### config.mk
export PLATFORM = sky130hd
export DESIGN_NAME = cs_bank_decoder
export DESIGN_NICKNAME = d
export VERILOG_FILES = /design/src/rtl/cs_dec_pkg.sv /design/src/rtl/cs_bank_store.sv /design/src/rtl/cs_bank_match.sv /design/src/rtl/cs_low_prio.sv /design/src/rtl/cs_bank_decoder.sv
export SDC_FILE = /design/constraint.sdc
export NUM_CORES = 1
export LEC_CHECK = 0
export ABC_CLOCK_PERIOD_IN_PS = 2600
export BUFFER_PORTS_ARGS = -buffer_cell sky130_fd_sc_hd__buf_2
export CORE_MARGIN = 2
export CORE_UTILIZATION = 46
export DETAILED_ROUTE_END_ITERATION = 16
export PLACE_DENSITY = 0.66
export SYNTH_ARGS = -nofsm -noshare
export SYNTH_HDL_FRONTEND = slang
export SYNTH_SLANG_ARGS = --single-unit
### constraint.sdc
create_clock -name clk -period 2.6 [get_ports clk]
set_input_delay 0.65 -clock clk [delete_from_list [all_inputs] [get_ports clk]]
set_output_delay 0.65 -clock clk [all_outputs]
set_load 0.02 [all_outputs]
### src/rtl/cs_dec_pkg.sv
package cs_dec_pkg;

  typedef enum logic [1:0] {
    MT_GENERIC = 2'd0,
    MT_SYNC    = 2'd1,
    MT_PROGRAM = 2'd2,
    MT_SPARE   = 2'd3
  } mtype_e;

  typedef struct packed {
    logic [1:0] psize;
    mtype_e     mtype;
  } bank_attr_t;

  localparam bank_attr_t ATTR_ZERO = '{psize: 2'd0, mtype: MT_GENERIC};

endpackage

### src/rtl/cs_bank_store.sv
module cs_bank_store
  import cs_dec_pkg::*;
#(
  parameter int NBANK = 8,
  parameter int CMP_W = 19,
  localparam int IDX_W = $clog2(NBANK)
) (
  input  logic                         clk,
  input  logic                         rst_n,
  input  logic                         wr_en,
  input  logic [IDX_W-1:0]             wr_bank,
  input  logic                         wr_valid,
  input  logic [CMP_W-1:0]             wr_base,
  input  logic [CMP_W-1:0]             wr_mask,
  input  bank_attr_t                   wr_attr,
  output logic [NBANK-1:0]             valid_q,
  output logic [NBANK-1:0][CMP_W-1:0]  base_q,
  output logic [NBANK-1:0][CMP_W-1:0]  mask_q,
  output bank_attr_t [NBANK-1:0]       attr_q
);

  for (genvar b = 0; b < NBANK; b++) begin : g_bank
    logic             ld;
    logic             valid_d;
    logic [CMP_W-1:0] base_d;
    logic [CMP_W-1:0] mask_d;
    bank_attr_t       attr_d;

    always_comb begin
      ld      = wr_en && (wr_bank == IDX_W'(b));
      valid_d = valid_q[b];
      base_d  = base_q[b];
      mask_d  = mask_q[b];
      attr_d  = attr_q[b];
      if (ld) begin
        valid_d = wr_valid;
        base_d  = wr_base;
        mask_d  = wr_mask;
        attr_d  = wr_attr;
      end
    end

    always_ff @(posedge clk or negedge rst_n) begin
      if (!rst_n) begin
        valid_q[b] <= 1'b0;
        base_q[b]  <= '0;
        mask_q[b]  <= '0;
        attr_q[b]  <= ATTR_ZERO;
      end else begin
        valid_q[b] <= valid_d;
        base_q[b]  <= base_d;
        mask_q[b]  <= mask_d;
        attr_q[b]  <= attr_d;
      end
    end

    // a bank not addressed by the write keeps its entry
    p_other_bank_kept_r10: assert property (@(posedge clk) disable iff (!rst_n)
      !(wr_en && wr_bank == IDX_W'(b)) |=>
        ($stable(valid_q[b]) && $stable(base_q[b]) && $stable(mask_q[b]) && $stable(attr_q[b])));
  end

endmodule

### src/rtl/cs_bank_match.sv
module cs_bank_match #(
  parameter int NBANK = 8,
  parameter int CMP_W = 19
) (
  input  logic [CMP_W-1:0]             addr_hi,
  input  logic [NBANK-1:0]             valid,
  input  logic [NBANK-1:0][CMP_W-1:0]  base,
  input  logic [NBANK-1:0][CMP_W-1:0]  mask,
  output logic [NBANK-1:0]             hit
);

  for (genvar b = 0; b < NBANK; b++) begin : g_cmp
    logic [CMP_W-1:0] diff;
    always_comb begin
      diff   = (addr_hi ^ base[b]) & mask[b];
      hit[b] = valid[b] && (diff == '0);
    end
  end

endmodule

### src/rtl/cs_low_prio.sv
module cs_low_prio #(
  parameter int N = 8,
  localparam int IDX_W = $clog2(N)
) (
  input  logic             clk,
  input  logic             rst_n,
  input  logic [N-1:0]     reqv,
  output logic [N-1:0]     grant,
  output logic [IDX_W-1:0] idx,
  output logic             any
);

  logic [N:0] seen;

  assign seen[0] = 1'b0;
  for (genvar i = 0; i < N; i++) begin : g_chain
    assign seen[i+1] = seen[i] | reqv[i];
    assign grant[i]  = reqv[i] & ~seen[i];
  end

  always_comb begin
    idx = '0;
    for (int i = 0; i < N; i++) begin
      if (grant[i]) idx = idx | IDX_W'(i);
    end
  end

  assign any = seen[N];

  // at most one grant, and only to a requesting bank
  p_grant_onehot_r5: assert property (@(posedge clk) disable iff (!rst_n)
    $onehot0(grant) && ((grant & ~reqv) == '0));

  // some grant whenever any bank requests
  p_grant_present_r5: assert property (@(posedge clk) disable iff (!rst_n)
    (reqv != '0) |-> ($countones(grant) == 1));

endmodule

### src/rtl/cs_bank_decoder.sv
module cs_bank_decoder
  import cs_dec_pkg::*;
#(
  parameter int NBANK  = 8,
  parameter int ADDR_W = 32,
  parameter int CMP_W  = 19,
  localparam int IDX_W = $clog2(NBANK),
  localparam int LSB   = ADDR_W - CMP_W
) (
  input  logic              clk,
  input  logic              rst_n,
  input  logic              cfg_we,
  input  logic [IDX_W-1:0]  cfg_bank,
  input  logic              cfg_valid,
  input  logic [CMP_W-1:0]  cfg_base,
  input  logic [CMP_W-1:0]  cfg_mask,
  input  logic [1:0]        cfg_psize,
  input  logic [1:0]        cfg_mtype,
  input  logic              req,
  input  logic [ADDR_W-1:0] req_addr,
  output logic              dec_vld,
  output logic              dec_hit,
  output logic              dec_nohit,
  output logic [NBANK-1:0]  dec_sel,
  output logic [IDX_W-1:0]  dec_idx,
  output logic [1:0]        dec_psize,
  output logic [1:0]        dec_mtype
);

  logic [NBANK-1:0]            valid_q;
  logic [NBANK-1:0][CMP_W-1:0] base_q;
  logic [NBANK-1:0][CMP_W-1:0] mask_q;
  bank_attr_t [NBANK-1:0]      attr_q;
  bank_attr_t                  wr_attr;
  logic [CMP_W-1:0]            addr_hi;
  logic                        unused_low_bits;
  logic [NBANK-1:0]            hit_vec;
  logic [NBANK-1:0]            grant;
  logic [IDX_W-1:0]            win_idx;
  logic                        any_hit;

  assign wr_attr         = '{psize: cfg_psize, mtype: mtype_e'(cfg_mtype)};
  assign addr_hi         = req_addr[ADDR_W-1:LSB];
  assign unused_low_bits = ^req_addr[LSB-1:0];

  cs_bank_store #(.NBANK(NBANK), .CMP_W(CMP_W)) u_store (
    .clk      (clk),
    .rst_n    (rst_n),
    .wr_en    (cfg_we),
    .wr_bank  (cfg_bank),
    .wr_valid (cfg_valid),
    .wr_base  (cfg_base),
    .wr_mask  (cfg_mask),
    .wr_attr  (wr_attr),
    .valid_q  (valid_q),
    .base_q   (base_q),
    .mask_q   (mask_q),
    .attr_q   (attr_q)
  );

  cs_bank_match #(.NBANK(NBANK), .CMP_W(CMP_W)) u_match (
    .addr_hi (addr_hi),
    .valid   (valid_q),
    .base    (base_q),
    .mask    (mask_q),
    .hit     (hit_vec)
  );

  cs_low_prio #(.N(NBANK)) u_prio (
    .clk   (clk),
    .rst_n (rst_n),
    .reqv  (hit_vec),
    .grant (grant),
    .idx   (win_idx),
    .any   (any_hit)
  );

  // next-state for the result register
  logic             vld_d;
  logic             hit_d;
  logic             nohit_d;
  logic [NBANK-1:0] sel_d;
  logic [IDX_W-1:0] idx_d;
  bank_attr_t       attr_d;
  logic             res_en;

  always_comb begin
    res_en  = req;
    vld_d   = req;
    hit_d   = req && any_hit;
    nohit_d = req && !any_hit;
    sel_d   = req ? grant : '0;
    idx_d   = any_hit ? win_idx : '0;
    attr_d  = any_hit ? attr_q[win_idx] : ATTR_ZERO;
  end

  bank_attr_t attr_r;

  always_ff @(posedge clk or negedge rst_n) begin
    if (!rst_n) begin
      dec_vld   <= 1'b0;
      dec_hit   <= 1'b0;
      dec_nohit <= 1'b0;
      dec_sel   <= '0;
    end else begin
      dec_vld   <= vld_d;
      dec_hit   <= hit_d;
      dec_nohit <= nohit_d;
      dec_sel   <= sel_d;
    end
  end

  always_ff @(posedge clk or negedge rst_n) begin
    if (!rst_n) begin
      dec_idx <= '0;
      attr_r  <= ATTR_ZERO;
    end else if (res_en) begin
      dec_idx <= idx_d;
      attr_r  <= attr_d;
    end
  end

  assign dec_psize = attr_r.psize;
  assign dec_mtype = attr_r.mtype;

  // a result follows every sampled request, and only then
  p_vld_follows_req_r6: assert property (@(posedge clk) disable iff (!rst_n)
    req |=> dec_vld);
  p_idle_quiet_r6: assert property (@(posedge clk) disable iff (!rst_n)
    !req |=> (!dec_vld && !dec_hit && !dec_nohit && dec_sel == '0));

  // exactly one of hit / no-hit on a valid result; no-hit carries zeros
  p_hit_xor_nohit_r7: assert property (@(posedge clk) disable iff (!rst_n)
    dec_vld |-> (dec_hit != dec_nohit));
  p_nohit_zero_r7: assert property (@(posedge clk) disable iff (!rst_n)
    dec_nohit |-> (dec_sel == '0 && dec_idx == '0 && dec_psize == '0 && dec_mtype == '0));

  // select and index name the same bank
  p_sel_idx_agree_r8: assert property (@(posedge clk) disable iff (!rst_n)
    dec_hit |-> ($onehot(dec_sel) && dec_sel[dec_idx]));

  // a matched bank was valid when the request was sampled
  p_hit_needs_valid_r4: assert property (@(posedge clk) disable iff (!rst_n)
    req |=> ((dec_sel & ~$past(valid_q)) == '0));

endmodule

; ---- After elaboration in Yosys (flattened, before gate mapping)
; Index checks and enable logic that the tools add are counted.
[word_totals]
register_bits = 362
latch_bits = 0
mem_bits_rw = 0
rom_bits = 0
input_bits = 82
output_inout_bits = 18
word_cells = 132
mem_count = 0
[op_classes]
addsub = 0
mul = 0
div = 0
magnitude_cmp = 1
eq_ne = 7
shift = 0
muxes = 12
n_bitwise = 37
n_reduce_logical = 28
[ops]
columns = operator, count
row1 = $and 19x19->19, 8
row2 = $logic_not 19->1, 8
row3 = $xor 19x19->19, 8
row4 = $logic_and 1x1->1, 18
row5 = $mux 3, 5
row6 = $bmux 4 s3, 1
row7 = $eq 3x3->1 const B, 4
row8 = $mux 4, 2
row9 = $mux 8, 1
row10 = $and 1x1->1, 7
row11 = $not 1->1, 7
row12 = $or 1x1->1, 7
row13 = $eq 3x2->1 const B, 2
row14 = $lt 3x4->1 const B, 1
row15 = $mux 2, 2
row16 = $eq 3x1->1 const B, 1
row17 = $logic_not 3->1, 1
row18 = $logic_not 1->1, 1
row19 = $mux 1, 1

; ---- Longest topological paths before layout
[depth]
depth_word = 16
ltp_mapped = 11
depth_no_buf = 9

; ---- By module
; A second synthesis with hierarchy kept.
[hier_totals]
hier_cells = 1110
area_unflattened_um2 = 16188.0
[by_module_without_submodules]
columns = module, instances, cells_per_inst, area_each_um2, seq_area_each_um2
row1 = cs_bank_store, 1, 735, 12868.6, 8608.3
row2 = cs_bank_match, 1, 286, 2309.7, 0.0
row3 = cs_bank_decoder, 1, 65, 863.3, 450.4
row4 = cs_low_prio, 1, 24, 146.4, 0.0

; ---- Worst setup path before layout
; OpenSTA, ideal clock, no wires.
[synth_path]
path_kind = input to register
start = in req_addr[17]
end = reg attr_r (netlist bit dec_mtype[1])
setup_time_ns = 0.138
t_arrival_ns = 2.850
required_time_ns = 2.462
slack_ns = -0.388
stages = 10
path_buffers = 1
cell_sequence = buf_2 xor2_1 a22oi_1 nand2_1 nor4_4 nor2b_1 o31ai_4 mux2_1 a221oi_1 o211ai_1
[synth_between]
elab_chain_len = 16
elab_cells_between_ends = 63
cone_classes = mux: 10 / bitwise: 37 / reduce/logical: 16
[synth_rtl]
columns = element, line
row1 = "start, declared", cs_bank_decoder.sv:20  ; input logic [ADDR_W-1:0] req_addr,
row2 = $xor 19x19->19, cs_bank_match.sv:15  ; diff = (addr_hi ^ base[b]) & mask[b];
row3 = $and 19x19->19, cs_bank_match.sv:15
row4 = $logic_not 19->1, cs_bank_match.sv:16  ; hit[b] = valid[b] && (diff == '0);
row5 = $logic_and 1x1->1, cs_bank_match.sv:16
row6 = $not 1->1 / $or 1x1->1 (equally long branches), "cs_low_prio.sv:18, cs_low_prio.sv:17"
row7 = $and 1x1->1 (tied with other cells), cs_low_prio.sv:18  ; assign grant[i] = reqv[i] & ~seen[i];
row8 = $mux 1 (tied with other cells), cs_low_prio.sv:24  ; if (grant[i]) idx = idx | IDX_W'(i);
row9 = $mux 2 (tied with other cells) (2 in a row), cs_low_prio.sv:24
row10 = $mux 3 (tied with other cells) (2 in a row), cs_low_prio.sv:24
row11 = $mux 3 / $and 1x1->1 (equally long branches), "cs_low_prio.sv:24, cs_low_prio.sv:18"
row12 = $mux 3, cs_low_prio.sv:24
row13 = $bmux 4 s3, cs_bank_decoder.sv:94  ; attr_d = any_hit ? attr_q[win_idx] : ATTR_ZERO;
row14 = $mux 4 (implied by the code), cs_bank_decoder.sv:94
row15 = $mux 4 *, cs_bank_decoder.sv:94
row16 = "end signal, assigned", cs_bank_decoder.sv:119  ; attr_r <= attr_d;
row17 = "end, declared", cs_bank_decoder.sv:97  ; bank_attr_t attr_r;
; Every way passes the cells marked *; elsewhere a longest branch is shown, timed or not. The select of a mux whose other input is x is not followed.
; A chain may end at the register's enable or synchronous reset.

; ---- Worst setup path after layout
; Same ends and word-level chain as after synthesis.

==> results.json <==
{
  "cts_buffer_depth": 3,
  "synth-edff-count": 0,
  "mostFrequentLayoutCells": "dfrtp_1, mux2_2, xor2_1",
  "crit_start": "req_addr[17]",
  "firstDrtPassIters": 4,
  "period_minus_slack_ns": 2.855,
  "ff2ff_setup_slack_ns": -0.23,
  "synthSimpleGateAreaFrac": 0.03495,
  "cts_buffers": 41,
  "grt_max_degree": 94,
  "dr_total_vias": 9918,
  "grt_pass1_vias": 10450,
  "clkSinkCount": 362,
  "gp_congestion": 0.8889,
  "hp-class": "in2async",
  "start_kind": "primary input",
  "status": "complete, but fails checks",
  "worst_pin_slew_ns": 0.5722,
  "ys_ff_latch": 362,
  "yosys_warnings": 0,
  "synth_top_family_by_area": "multiplexers",
  "synth_area_um2": 16150,
  "drv_cap": 0,
  "core_area_um2": 34540,
  "diodes": 0,
  "hold_viol": 0,
  "crit_fanout": 8,
  "rsz0062_at_grt": "true",
  "wl_per_cell_um": 22.83,
  "nNetsFinal": 1410,
  "grt_pass1_wl_um": 63270,
  "crit_end": "dec_mtype[1]$_DFFE_PN0P_",
  "final_common_cell": "dfrtp_1",
  "endpoint_kind": "flip-flop",
  "grt_overflow": 0,
  "muxShareOfSynthArea": 0.2466,
  "drt-initial-drc-count": 539,
  "ios": 100,
  "slew_violations": 0,
  "dp_hpwl_um": 28170,
  "timing.hold.ws_ns": 0.1587,
  "r2r-start": "u_store.base_q[93]$_DFFE_PN0P_",
  "die_h_um": 191.4,
  "clk_latency_ns": 0.54,
  "setup_ws_ns": -0.2554,
  "drive_gt1_frac": 0.4952,
  "ys_seq_area_frac": 0.5610,
  "violations": "setup timing",
  "async_flop_share": 1.000,
  "synth-adder-area-share": 0,
  "fin_worst_skew_ns": 0.01901,
  "setup_violations": 5,
  "htreeDepth": 2,
  "synthFlopType": "dfrtp_1",
  "cts.hold.buffers_added": 0,
  "synth-compound-area-share": 0.05339,
  "dieArea_um2": 36620,
  "clkTransAtPathRegs_ns": 0.06,
  "cts_root_buf": "clkbuf_16",
  "port_buffers": 86,
  "drc_errors": 0,
  "wirelength_um": 41280,
  "synthTopCellsByArea": "dfrtp_1, mux2_2, xor2_1, a22oi_1, clkbuf_1",
  "syn_inst": 1138,
  "path_class": "in2reg",
  "dp.cells": 1735,
  "cp.arrival_ns": 3.25,
  "leakage_nw": 8.750,
  "cts_tree": "built",
  "synth.distinct_cells": 55,
  "synthToLayoutAreaGrowth_pct": 20.78,
  "layout.cells.non_filler": 1808,
  "synthesis.nets": 1220,
  "drtAntennaViolNets": 0,
  "synth_area_per_cell_um2": 14.19,
  "reg2reg_to": "dec_mtype[1]$_DFFE_PN0P_",
  "initial_utilization": 0.4674,
  "rows": 68,
  "yosysTopAreaCell": "dfrtp_1",
  "yosys.area.top_type_share": 0.5610,
  "synthXorXnorAreaFrac": 0.08245,
  "power_density_nw_per_um2": 864.6,
  "fin_crit_sh": 1.098,
  "ir_drop_uv": 622.2,
  "max_freq_mhz": 350.2,
  "via_per_inst": 5.486,
  "reg2reg_depth": 11,
  "fp.dieW_um": 191.4,
  "cp_data_required_time_ns": 2.99,
  "antenna_found_initial": 2,
  "grt_usage": 0.2313,
  "relSlewSlack": 0.6150
}
## Yosys cell counts (3+ instances only)
library cell,number
clkbuf_1,39
mux2_1,5
nor2_1,7
a22oi_1,67
nand3_1,6
nor3b_1,3
buf_6,7
mux2i_1,3
buf_4,8
a221oi_1,5
nor3_2,3
buf_2,5
o211ai_1,3
inv_1,9
mux2_2,346
dfrtp_1,362
xor2_1,152
nor2b_1,3
nand4b_1,4
nand4_1,18
a21boi_1,4
a21boi_0,4
nor3_1,5
nand2_1,26
nor4_1,5
a22o_1,3
## routing by layer
| metal | share of wire | vias up | routed length, um | GRT usage |
|---|---|---|---|---|
| li1 | - | 4483 | - | - |
| met1 | 0.45 | 5177 | 18560 | 0.3166 |
| met2 | 0.49 | 188 | 20040 | 0.3864 |
| met3 | 0.040 | 66 | 1665 | 0.02937 |
| met4 | 0.024 | 4 | 996 | 0.06746 |
| met5 | 0.00051 | - | 21 | 0 |
## flip-flops by register name, indices dropped and copies added (netlist names)
| signal | count |
|---|---|
| dec_idx | 3 |
| dec_hit | 1 |
| u_store.valid_q | 8 |
| u_store.attr_q | 32 |
| dec_mtype | 2 |
| u_store.base_q | 152 |
| u_store.mask_q | 152 |
| dec_vld | 1 |
| dec_psize | 2 |
| dec_nohit | 1 |
| dec_sel | 8 |
## worst min-delay path by stage
stage,from,end,slack [ns],depth (start not counted)
after floorplan,rst_n,dec_hit$_DFF_PN0_,0.35,0
after global placement,dec_idx[2]$_DFFE_PN0P_,dec_idx[2]$_DFFE_PN0P_,0.46,1
after detailed placement,dec_idx[2]$_DFFE_PN0P_,dec_idx[2]$_DFFE_PN0P_,0.46,1
after CTS,rst_n,dec_sel[6]$_DFF_PN0_,0.19,2
after global routing,rst_n,dec_sel[6]$_DFF_PN0_,0.20,2
final,rst_n,dec_sel[6]$_DFF_PN0_,0.16,2
## cell families after synthesis
group,count (synthesis)
muxes,354
xor gates and xnor gates,152
buffers and inverters,69
AOI/OAI and AO/OA,108
DFF,362
and+or+nand+nor,93
## power breakdown
part	internal, mW	switching, mW	total (mW)
Sequential	6.85	0.724	7.57
Combinational	1.88	1.63	3.51
Clock	3.54	2.24	5.78
## stage by stage
stage | util | setup WS (ns) | instance area, um^2 | power [mW] | setup TNS (ns)
CTS | 0.5601 | -0.2306 | 19350 | 16.94 | -1.029
floorplan | - | -0.3105 | 16240 | 9.605 | -1.108
detailed placement | 0.5180 | -0.8531 | 17890 | 11.05 | -7.437
global placement | 0.5180 | -0.8172 | 17890 | 10.92 | -7.020
global route | 0.5646 | -0.3409 | 19500 | 17.65 | -1.375
finish | 0.5646 | -0.2554 | 19500 | 16.86 | -0.9149
## timing repair
action | 4_1_cts | 5_1_grt
resized for setup | 12 | 33
endpoints found under the hold margin | 0 | 0
pin swaps | 9 | 17
buffers inserted | 4 | 2
endpoints found under the setup margin | 7 | 9
## final cells by class
class                           count  area [um^2]
Fill cell                        2878        15040
Sequential cell                   362         9059
Multi-Input combinational cell    707         6969
Timing Repair Buffer              206         1521
Clock buffer                       56         1172
Tap cell                          455        569.3
Clock inverter                     12        173.9
Inverter                           10        37.54
## critical path: stages
cell and delay, ns:
buf_2 0.16, buf_4 0.20, xor2_1 0.18, a22oi_2 0.20
nand2_1 0.14, nor4_4 0.32, buf_6 0.17, nor2b_4 0.05
o31ai_4 0.49, mux2_4 0.35, a221oi_2 0.22, o211ai_1 0.11
No activity file was read; power rests on OpenSTA's default activity.
